**config.mk**
```make
export PLATFORM = sky130hd
export DESIGN_NAME = gpio_irq_unit
export DESIGN_NICKNAME = d
export VERILOG_FILES = /design/src/rtl/gpio_irq_pkg.sv /design/src/rtl/gpio_irq_ctrl.sv /design/src/rtl/gpio_irq_datapath.sv /design/src/rtl/gpio_irq_unit.sv
export SDC_FILE = /design/constraint.sdc
export NUM_CORES = 1
export LEC_CHECK = 0
export ABC_AREA = 1
export BUFFER_PORTS_ARGS = -buffer_cell sky130_fd_sc_hd__buf_2
export CORE_MARGIN = 2
export CORE_UTILIZATION = 25
export DETAILED_ROUTE_END_ITERATION = 8
export PLACE_DENSITY_LB_ADDON = 0.25
export SLEW_MARGIN = 5
export SYNTH_ARGS = -nofsm -noshare
export SYNTH_HDL_FRONTEND = slang
export SYNTH_SLANG_ARGS = --single-unit
```
**constraint.sdc**
```tcl
create_clock -name clk -period 3.1 [get_ports clk]
set_input_delay 0.62 -clock clk [delete_from_list [all_inputs] [get_ports clk]]
set_output_delay 0.62 -clock clk [all_outputs]
set_load 0.005 [all_outputs]
```
**src/rtl/gpio_irq_pkg.sv**
```systemverilog
package gpio_irq_pkg;

  // Register byte offsets shared by both layouts
  localparam logic [7:0] OFF_ENABLE   = 8'h30;
  localparam logic [7:0] OFF_DEBOUNCE = 8'h48;
  localparam logic [7:0] OFF_PINS     = 8'h50;

  // Default layout
  localparam logic [7:0] OFF_MASK_A   = 8'h34;
  localparam logic [7:0] OFF_TYPE_A   = 8'h38;
  localparam logic [7:0] OFF_POL_A    = 8'h3c;
  localparam logic [7:0] OFF_STAT_A   = 8'h40;
  localparam logic [7:0] OFF_CLEAR_A  = 8'h4c;

  // Alternate layout
  localparam logic [7:0] OFF_MASK_B   = 8'h44;
  localparam logic [7:0] OFF_TYPE_B   = 8'h34;
  localparam logic [7:0] OFF_POL_B    = 8'h38;
  localparam logic [7:0] OFF_STAT_B   = 8'h3c;
  localparam logic [7:0] OFF_CLEAR_B  = 8'h40;

  typedef enum logic [3:0] {
    SEL_NONE,
    SEL_ENABLE,
    SEL_MASK,
    SEL_TYPE,
    SEL_POL,
    SEL_STATUS,
    SEL_DEBOUNCE,
    SEL_CLEAR,
    SEL_PINS
  } regSel_e;

  typedef struct packed {
    logic wrEnable;
    logic wrMask;
    logic wrType;
    logic wrPol;
    logic wrDebounce;
    logic wrClear;
  } ctrlStrobes_t;

endpackage

```
**src/rtl/gpio_irq_ctrl.sv**
```systemverilog
module gpio_irq_ctrl
  import gpio_irq_pkg::*;
#(
  parameter int ADDR_W = 8
) (
  input  logic [ADDR_W-1:0] addr,
  input  logic              wrEn,
  input  logic              altLayout,
  output regSel_e           regSel,
  output ctrlStrobes_t      strobes
);

  // Offsets of the registers that move with the strap
  logic [ADDR_W-1:0] offMask, offType, offPol, offStat, offClear;

  always_comb begin
    if (altLayout) begin
      offMask  = ADDR_W'(OFF_MASK_B);
      offType  = ADDR_W'(OFF_TYPE_B);
      offPol   = ADDR_W'(OFF_POL_B);
      offStat  = ADDR_W'(OFF_STAT_B);
      offClear = ADDR_W'(OFF_CLEAR_B);
    end else begin
      offMask  = ADDR_W'(OFF_MASK_A);
      offType  = ADDR_W'(OFF_TYPE_A);
      offPol   = ADDR_W'(OFF_POL_A);
      offStat  = ADDR_W'(OFF_STAT_A);
      offClear = ADDR_W'(OFF_CLEAR_A);
    end
  end

  always_comb begin
    regSel = SEL_NONE;
    if (addr == ADDR_W'(OFF_ENABLE))        regSel = SEL_ENABLE;
    else if (addr == ADDR_W'(OFF_DEBOUNCE)) regSel = SEL_DEBOUNCE;
    else if (addr == ADDR_W'(OFF_PINS))     regSel = SEL_PINS;
    else if (addr == offMask)               regSel = SEL_MASK;
    else if (addr == offType)               regSel = SEL_TYPE;
    else if (addr == offPol)                regSel = SEL_POL;
    else if (addr == offStat)               regSel = SEL_STATUS;
    else if (addr == offClear)              regSel = SEL_CLEAR;
  end

  // Status and pin value are read-only; no strobe exists for them
  always_comb begin
    strobes            = '0;
    strobes.wrEnable   = wrEn && (regSel == SEL_ENABLE);
    strobes.wrMask     = wrEn && (regSel == SEL_MASK);
    strobes.wrType     = wrEn && (regSel == SEL_TYPE);
    strobes.wrPol      = wrEn && (regSel == SEL_POL);
    strobes.wrDebounce = wrEn && (regSel == SEL_DEBOUNCE);
    strobes.wrClear    = wrEn && (regSel == SEL_CLEAR);
  end

endmodule

```
**src/rtl/gpio_irq_datapath.sv**
```systemverilog
module gpio_irq_datapath
  import gpio_irq_pkg::*;
#(
  parameter int WIDTH = 32
) (
  input  logic             clk,
  input  logic             rstN,
  input  logic             debTick,
  input  logic [WIDTH-1:0] pinsIn,
  input  ctrlStrobes_t     strobes,
  input  logic [WIDTH-1:0] wrData,
  output logic [WIDTH-1:0] enReg,
  output logic [WIDTH-1:0] maskReg,
  output logic [WIDTH-1:0] typeReg,
  output logic [WIDTH-1:0] polReg,
  output logic [WIDTH-1:0] debReg,
  output logic [WIDTH-1:0] latchReg,
  output logic [WIDTH-1:0] syncPins,
  output logic [WIDTH-1:0] edgeHit,
  output logic [WIDTH-1:0] statusVec
);

  logic [WIDTH-1:0] levelActive;
  logic [WIDTH-1:0] enNext;
  logic [WIDTH-1:0] clearBits;

  // Per-pin front end: synchronizer, debounce filter, transition detector
  for (genvar i = 0; i < WIDTH; i++) begin : g_pin
    logic syncA, syncB;
    logic tickSample, debState;
    logic filtered, prevFiltered;

    always_ff @(posedge clk or negedge rstN) begin
      if (!rstN) begin
        syncA        <= 1'b0;
        syncB        <= 1'b0;
        tickSample   <= 1'b0;
        debState     <= 1'b0;
        prevFiltered <= 1'b0;
      end else begin
        syncA <= pinsIn[i];
        syncB <= syncA;
        if (!debReg[i]) begin
          // Filter tracks the pin so enabling it starts from the live level
          debState   <= syncB;
          tickSample <= syncB;
        end else if (debTick) begin
          tickSample <= syncB;
          if ((syncB == tickSample) && (syncB != debState)) begin
            debState <= syncB;
          end
        end
        prevFiltered <= filtered;
      end
    end

    assign filtered       = debReg[i] ? debState : syncB;
    assign syncPins[i]    = syncB;
    assign levelActive[i] = (filtered == polReg[i]);
    // Transition found from two samples; polarity only picks the direction
    assign edgeHit[i]     = (filtered != prevFiltered) && (filtered == polReg[i]);
  end

  assign enNext    = strobes.wrEnable ? wrData : enReg;
  assign clearBits = strobes.wrClear ? wrData : '0;

  always_ff @(posedge clk or negedge rstN) begin
    if (!rstN) begin
      enReg    <= '0;
      maskReg  <= '0;
      typeReg  <= '0;
      polReg   <= '0;
      debReg   <= '0;
      latchReg <= '0;
    end else begin
      enReg <= enNext;
      if (strobes.wrMask)     maskReg <= wrData;
      if (strobes.wrType)     typeReg <= wrData;
      if (strobes.wrPol)      polReg  <= wrData;
      if (strobes.wrDebounce) debReg  <= wrData;
      // New edge wins over a clear in the same cycle; disable discards
      latchReg <= ((latchReg & ~clearBits) | (edgeHit & typeReg)) & enNext;
    end
  end

  assign statusVec = ((levelActive & ~typeReg) | latchReg) & enReg & ~maskReg;

endmodule

```
**src/rtl/gpio_irq_unit.sv**
```systemverilog
module gpio_irq_unit
  import gpio_irq_pkg::*;
#(
  parameter int WIDTH  = 32,
  parameter int ADDR_W = 8
) (
  input  logic              clk,
  input  logic              rstN,
  input  logic              altLayout,
  input  logic              debTick,
  input  logic [WIDTH-1:0]  pinsIn,
  input  logic [ADDR_W-1:0] addr,
  input  logic              wrEn,
  input  logic [WIDTH-1:0]  wrData,
  output logic [WIDTH-1:0]  rdData,
  output logic              irqOut
);

  regSel_e          regSel;
  ctrlStrobes_t     strobes;
  logic [WIDTH-1:0] enReg, maskReg, typeReg, polReg, debReg;
  logic [WIDTH-1:0] latchReg, syncPins, edgeHit, statusVec;

  gpio_irq_ctrl #(.ADDR_W(ADDR_W)) u_ctrl (
    .addr      (addr),
    .wrEn      (wrEn),
    .altLayout (altLayout),
    .regSel    (regSel),
    .strobes   (strobes)
  );

  gpio_irq_datapath #(.WIDTH(WIDTH)) u_dp (
    .clk       (clk),
    .rstN      (rstN),
    .debTick   (debTick),
    .pinsIn    (pinsIn),
    .strobes   (strobes),
    .wrData    (wrData),
    .enReg     (enReg),
    .maskReg   (maskReg),
    .typeReg   (typeReg),
    .polReg    (polReg),
    .debReg    (debReg),
    .latchReg  (latchReg),
    .syncPins  (syncPins),
    .edgeHit   (edgeHit),
    .statusVec (statusVec)
  );

  always_comb begin
    unique case (regSel)
      SEL_ENABLE:   rdData = enReg;
      SEL_MASK:     rdData = maskReg;
      SEL_TYPE:     rdData = typeReg;
      SEL_POL:      rdData = polReg;
      SEL_STATUS:   rdData = statusVec;
      SEL_DEBOUNCE: rdData = debReg;
      SEL_PINS:     rdData = syncPins;
      default:      rdData = '0;
    endcase
  end

  assign irqOut = |statusVec;

endmodule

```
* Word-level counts from Yosys, hierarchy flattened
Index checks and enable logic that the tools add are counted.
Widths: inputs -> output; s select.
** Word-level totals
- Input port bits :: 77
- Flip-flop bits (word level) :: 352
- Word-level logic and storage cells :: 696
** Operators by class
- Bitwise operators :: 11
- Multiplexer cells :: 208
- Eq/ne operators :: 208
- Reduce and logical (&&, ||, !) cells :: 103
** Operators with widths (count)
- $pmux 32 s7 :: 1
- $and 32x32->32 :: 6
- $mux 1 :: 192
- $ne 2x2->1 const B :: 64
- $not 32->32 :: 3
- $logic_and 1x1->1 :: 70
- $eq 1x1->1 :: 64
- $mux 32 :: 2
- $ne 1x1->1 :: 64
- $or 32x32->32 :: 2
- $reduce_and 2->1 :: 32
- $mux 4 :: 9
- $reduce_or 32->1 :: 1
- $eq 8x7->1 :: 3
- $eq 4x3->1 const B :: 4
- $eq 8x6->1 :: 2
- $eq 8x7->1 const B :: 2
- $mux 7 :: 2
- $eq 4x2->1 const B :: 2
- $eq 8x6->1 const B :: 1
- $mux 3 :: 2
- $eq 4x1->1 const B :: 1
- $eq 4x4->1 const B :: 1

* Longest topological paths before layout
- Depth after elaboration :: 17
- Mapped depth :: 12
- Gate-level depth less buffers :: 12

* By module
A second synthesis with hierarchy kept.
** Second synthesis, totals
- Cell total of the unflattened synthesis :: 2433
- Area total of the unflattened synthesis :: 18351.4 um2
** Modules (own cells, without submodules)
- gpio_irq_datapath :: area an instance 15566.2 um2, times used 1, cells each 1810, sequential area each 8808.4 um2
- gpio_irq_unit :: area an instance 2297.2 um2, times used 1, cells each 525, sequential area each 0.0 um2
- gpio_irq_ctrl :: area an instance 488.0 um2, times used 1, cells each 98, sequential area each 0.0 um2

* Worst setup path after synthesis
No wires, ideal clock.
- Path type :: input to output
- From :: input port altLayout
- To :: output port rdData[22]
- Data required time :: 2.480 ns
- Setup slack :: 0.838 ns
- Path buffers :: 2
- Arrival time :: 1.642 ns
- Stages :: 7
- Cells stage by stage :: buf_6 xnor2_2 nand4_2 buf_2 o22ai_1 nor2_1 nand2_1
** Between the ends
- Longest elaborated chain between the ends :: 12
- Elaborated cells on any way between the ends :: 26
- Classes of those cells :: eq/ne (12); mux (14)
** RTL lines
- start: declaration :: line gpio_irq_unit.sv:9 : input logic altLayout,
- $mux 4 :: line gpio_irq_ctrl.sv:17 : if (altLayout) begin
- $eq 8x7->1 :: line gpio_irq_ctrl.sv:41 : else if (addr == offClear) regSel = SEL_CLEAR;
- $mux 3 :: line gpio_irq_ctrl.sv:41
- $mux 4 :: line gpio_irq_ctrl.sv:40 : else if (addr == offStat) regSel = SEL_STATUS;
- $mux 4 :: line gpio_irq_ctrl.sv:39 : else if (addr == offPol) regSel = SEL_POL;
- $mux 4 :: line gpio_irq_ctrl.sv:38 : else if (addr == offType) regSel = SEL_TYPE;
- $mux 4 * :: line gpio_irq_ctrl.sv:37 : else if (addr == offMask) regSel = SEL_MASK;
- $mux 4 * :: line gpio_irq_ctrl.sv:36 : else if (addr == ADDR_W'(OFF_PINS)) regSel = SEL_PINS;
- $mux 4 * :: line gpio_irq_ctrl.sv:35 : else if (addr == ADDR_W'(OFF_DEBOUNCE)) regSel = SEL_DEBOUNCE;
- $mux 4 * :: line gpio_irq_ctrl.sv:34 : if (addr == ADDR_W'(OFF_ENABLE)) regSel = SEL_ENABLE;
- $eq 4x4->1, or another cell as far along :: line gpio_irq_unit.sv:51 : unique case (regSel)
- $pmux 32 s7 * :: line gpio_irq_unit.sv:51
- end: declaration :: line gpio_irq_unit.sv:15 : output logic [WIDTH-1:0] rdData,
Every way passes the cells marked *; elsewhere a longest branch is shown, timed or not.

* Final worst setup path
- From :: input port addr[1]
- To :: output port rdData[31]
** Between the ends
- Longest elaborated chain between the ends :: 11
- Elaborated cells on any way between the ends :: 24
- Classes of those cells :: eq/ne (15); mux (9)
** RTL lines
- start: declaration :: line gpio_irq_unit.sv:12 : input logic [ADDR_W-1:0] addr,
- $eq 8x7->1 :: line gpio_irq_ctrl.sv:41
- $mux 3 :: line gpio_irq_ctrl.sv:41
- $mux 4 :: line gpio_irq_ctrl.sv:40
- $mux 4 :: line gpio_irq_ctrl.sv:39
- $mux 4 :: line gpio_irq_ctrl.sv:38
- $mux 4 :: line gpio_irq_ctrl.sv:37
- $mux 4 :: line gpio_irq_ctrl.sv:36
- $mux 4 :: line gpio_irq_ctrl.sv:35
- $mux 4 * :: line gpio_irq_ctrl.sv:34
- $eq 4x4->1, or another cell as far along :: line gpio_irq_unit.sv:51
- $pmux 32 s7 * :: line gpio_irq_unit.sv:51
Marks and branches as above.

==> reports/qor.csv <==
metric,value,unit
slew_violations,0,
cts-root-buf,clkbuf_16,
yosys_warnings,0,
p_per_area,595,nW/µm²
comb_power_share,11.2,%
layout.nets,2249,
finalCritPeriodShare,95.4,%
seqCellArea,8810,µm²
viasPerCell,4.54,
clkLatencyLatePin,0.57,ns
ys_seq_elements,352,
intPower,8.67,mW
die_h,262,µm
slew-limit-headroom,48.0,%
multiInputGateArea,6290,µm²
ff2ff_path_depth,6,
critical_path_buf_inv_count,4,
ys_top_cells_by_area,"dfrtp_1 53%, nand2_1 12%, inv_1 6.8%, o21ai_0 5.3%, a21oi_1 4.3%",
grt_use_total,15.1,%
final_cell_count_no_fill,3069,
start_util,25.3,%
finalSetupViolCount,0,
cp.required,2.48,ns
cp.arrival,2.34,ns
status,"finished, final reports clean",
max_cap_violations,0,
crit_start,addr[1],
synth_edf_count,0,
slowest_stage,nand2_1,
core_area,65900,µm²
routedWlPerCell,16.8,µm
fin_util,30.2,%
cts_hold_buf,0,
num_rows,94,
netlist_top_cells_count,"528 x nand2_1, 352 x dfrtp_1, 302 x inv_1",
cp.depth,12,
critPathTopFamily,simple AND/OR/NAND/NOR gates,
p_seq_share,44.7,%
drt_iter0_drc,1070,
crit_end,rdData[31],
ir_drop,0.329,mV
hold_path_class,primary input to asynchronous set/reset pin,
async_flop_share,100,%
cts_buffer_depth,3,
fin_crit,2.96,ns
power_switching_share,26.7,%
cts.clk_slew.worst_paths,0.06,ns
fillers,6963,
htree_levels,2,
grt_pass1_wl,79.4,mm
synth_area_leader_cell,dfrtp_1,
fmax,0.338,GHz
crit_type,primary input to output pin,
firstDrtPassIters,7,
antenna_found_initial,0,
ant_nets,0,
synth_ff_type,dfrtp_1,
worst-slew-pin-transition,0.780,ns
r2r-end,u_dp.latchReg[18],
synth_top_area_share,52.9,%
num_antenna_cells,0,
setup_tns,0,ns
grt_max_degree,67,
critical_path.most_common_cell,nand2_1,
synth.most_common_cell,nand2_1,
post-route-drc-count,0,
ioPinCount,110,
p_switching,3.15,mW
fin_hold_ws,0.0278,ns
dpl.cell_count,2990,
syn_nets,2121,
fin_skew,0.0220,ns
critPathCaptureType,output pin,
r2r_start,u_dp.debReg[18],
num_vias,13900,
wirelength,51.4,mm
area_growth,19.4,%
cts_sinks,352,
max_stage_delay,0.24,ns
grt-ovfl-total,0,
cts_setup_buffers,0,
worstPathCellList,buf_2 > nor2_2 > nand2_1 > nor4_1 > nand2_1 > inv_2 > buf_12 > nand2_1 > nand2_1 > nor2_1 > nand2_1 > buf_2,
grt_pass1_vias,13600,
netlist_area,16600,µm²
power_leakage,9.44,nW
rrSetupSlack,1.87,ns
cts_tree,done,
cp_max_fo,16,
seq_area_frac_synth,52.9,%
fin_ws,0.141,ns
syn_area_per_cell,8.14,µm²
post-place-ws,0.188,ns
synthCells,2044,
die_area,68600,µm²
io_buffers,109,
finalHoldViolations,0,
drive_gt1_share,13.9,%
dpl.hpwl,33.4,mm
gp_congestion,0.812,
numCtsBuffers,44,
fp.dieW,262,µm
synth_cell_types,37,
total_power,11.8,mW
worst_setup_path_start_kind,primary input,
clockPowerShare,44.0,%
placed_area,18400,µm²
design_area,19900,µm²
-- worst register-to-register path, cell delays in order, from the launching register on --
cell      delay, ns
dfrtp_1        0.42
inv_1          0.12
nand2_1        0.08
nand2_1        0.14
a21oi_1        0.08
nand3b_1       0.17
a21oi_1        0.15
-- layout make-up --
type | instances | area share [%]
Clock buffer | 67 | 6.64
Tap cell | 864 | 5.44
Multi-Input combinational cell | 1318 | 31.6
Clock inverter | 12 | 0.755
Inverter | 310 | 5.88
Sequential cell | 352 | 44.3
Timing Repair Buffer | 146 | 5.33
-- what timing repair did --
item | CTS | global route
endpoints found under the hold margin | 0 | 0
endpoints found under the setup margin | 1 | 1
gates cloned | 0 | 0
gates resized for setup | 3 | 18
-- power by group through the flow --
stage | Sequential [mW] | Combinational [mW] | Clock (mW)
floorplan | 5.29 | 0.874 | 0
CTS | 5.29 | 1.33 | 5.39
global placement | 5.35 | 1.29 | 0
detailed placement | 5.37 | 1.32 | 0
global route | 5.34 | 1.55 | 5.58
finish | 5.29 | 1.32 | 5.21
-- logic make-up (layout without fill, tap and decap cells) --
kind of cell           Yosys count  count (layout)  synth area share (%)
AND/OR/NAND/NOR                782             782                  19.5
AO/OA/AOI/OAI                  533             533                  17.8
buffers and inverters          374             535                  9.61
flip-flops                     352             352                  52.9
XOR/XNOR                         3               3                 0.248
-- sequential cells by signal, indices dropped and copies added, names as in the netlist --
name	count
u_dp.g_pin.debState	32
u_dp.typeReg	32
u_dp.g_pin.syncA	32
u_dp.enReg	32
u_dp.polReg	32
u_dp.latchReg	32
u_dp.g_pin.prevFiltered	32
u_dp.debReg	32
u_dp.g_pin.tickSample	32
u_dp.g_pin.syncB	32
u_dp.maskReg	32
-- cells in the final DEF (no fill, tap or decap), drive strengths merged --
| cell type | instances |
|---|---|
| inv | 308 |
| nor2 | 129 |
| a21oi | 142 |
| dfrtp | 352 |
| or2 | 1 |
| bufinv | 3 |
| clkinv | 11 |
| xor2 | 1 |
| nand2 | 536 |
| o22ai | 63 |
| a211oi | 1 |
| a31oi | 14 |
| nor4 | 1 |
| nor4b | 1 |
| nand4 | 6 |
| xnor2 | 2 |
| a32o | 1 |
| nand3b | 25 |
| buf | 146 |
| clkbuf | 67 |
| nand3 | 82 |
| nor3 | 1 |
| o21ai | 311 |
| o211ai | 1 |
-- routing by layer --
layer,track usage [%],part of all wire [%]
met1,20.7,47
met2,24.4,46
met3,2.73,5.3
met4,4.16,2.3
met5,0,0
-- worst min path at each step --
stage	to	slack [ns]	depth (start not counted)
2_1_floorplan	u_dp.debReg[0]	0.32	0
5_1_grt	u_dp.g_pin[27].syncA	0.04	1
3_5_place_dp	u_dp.g_pin[18].syncB	0.33	0
6_report	u_dp.g_pin[27].syncA	0.03	1
3_3_place_gp	u_dp.g_pin[1].syncB	0.33	0
4_1_cts	u_dp.g_pin[27].syncA	0.01	1
(Power assumes the default switching activity.)
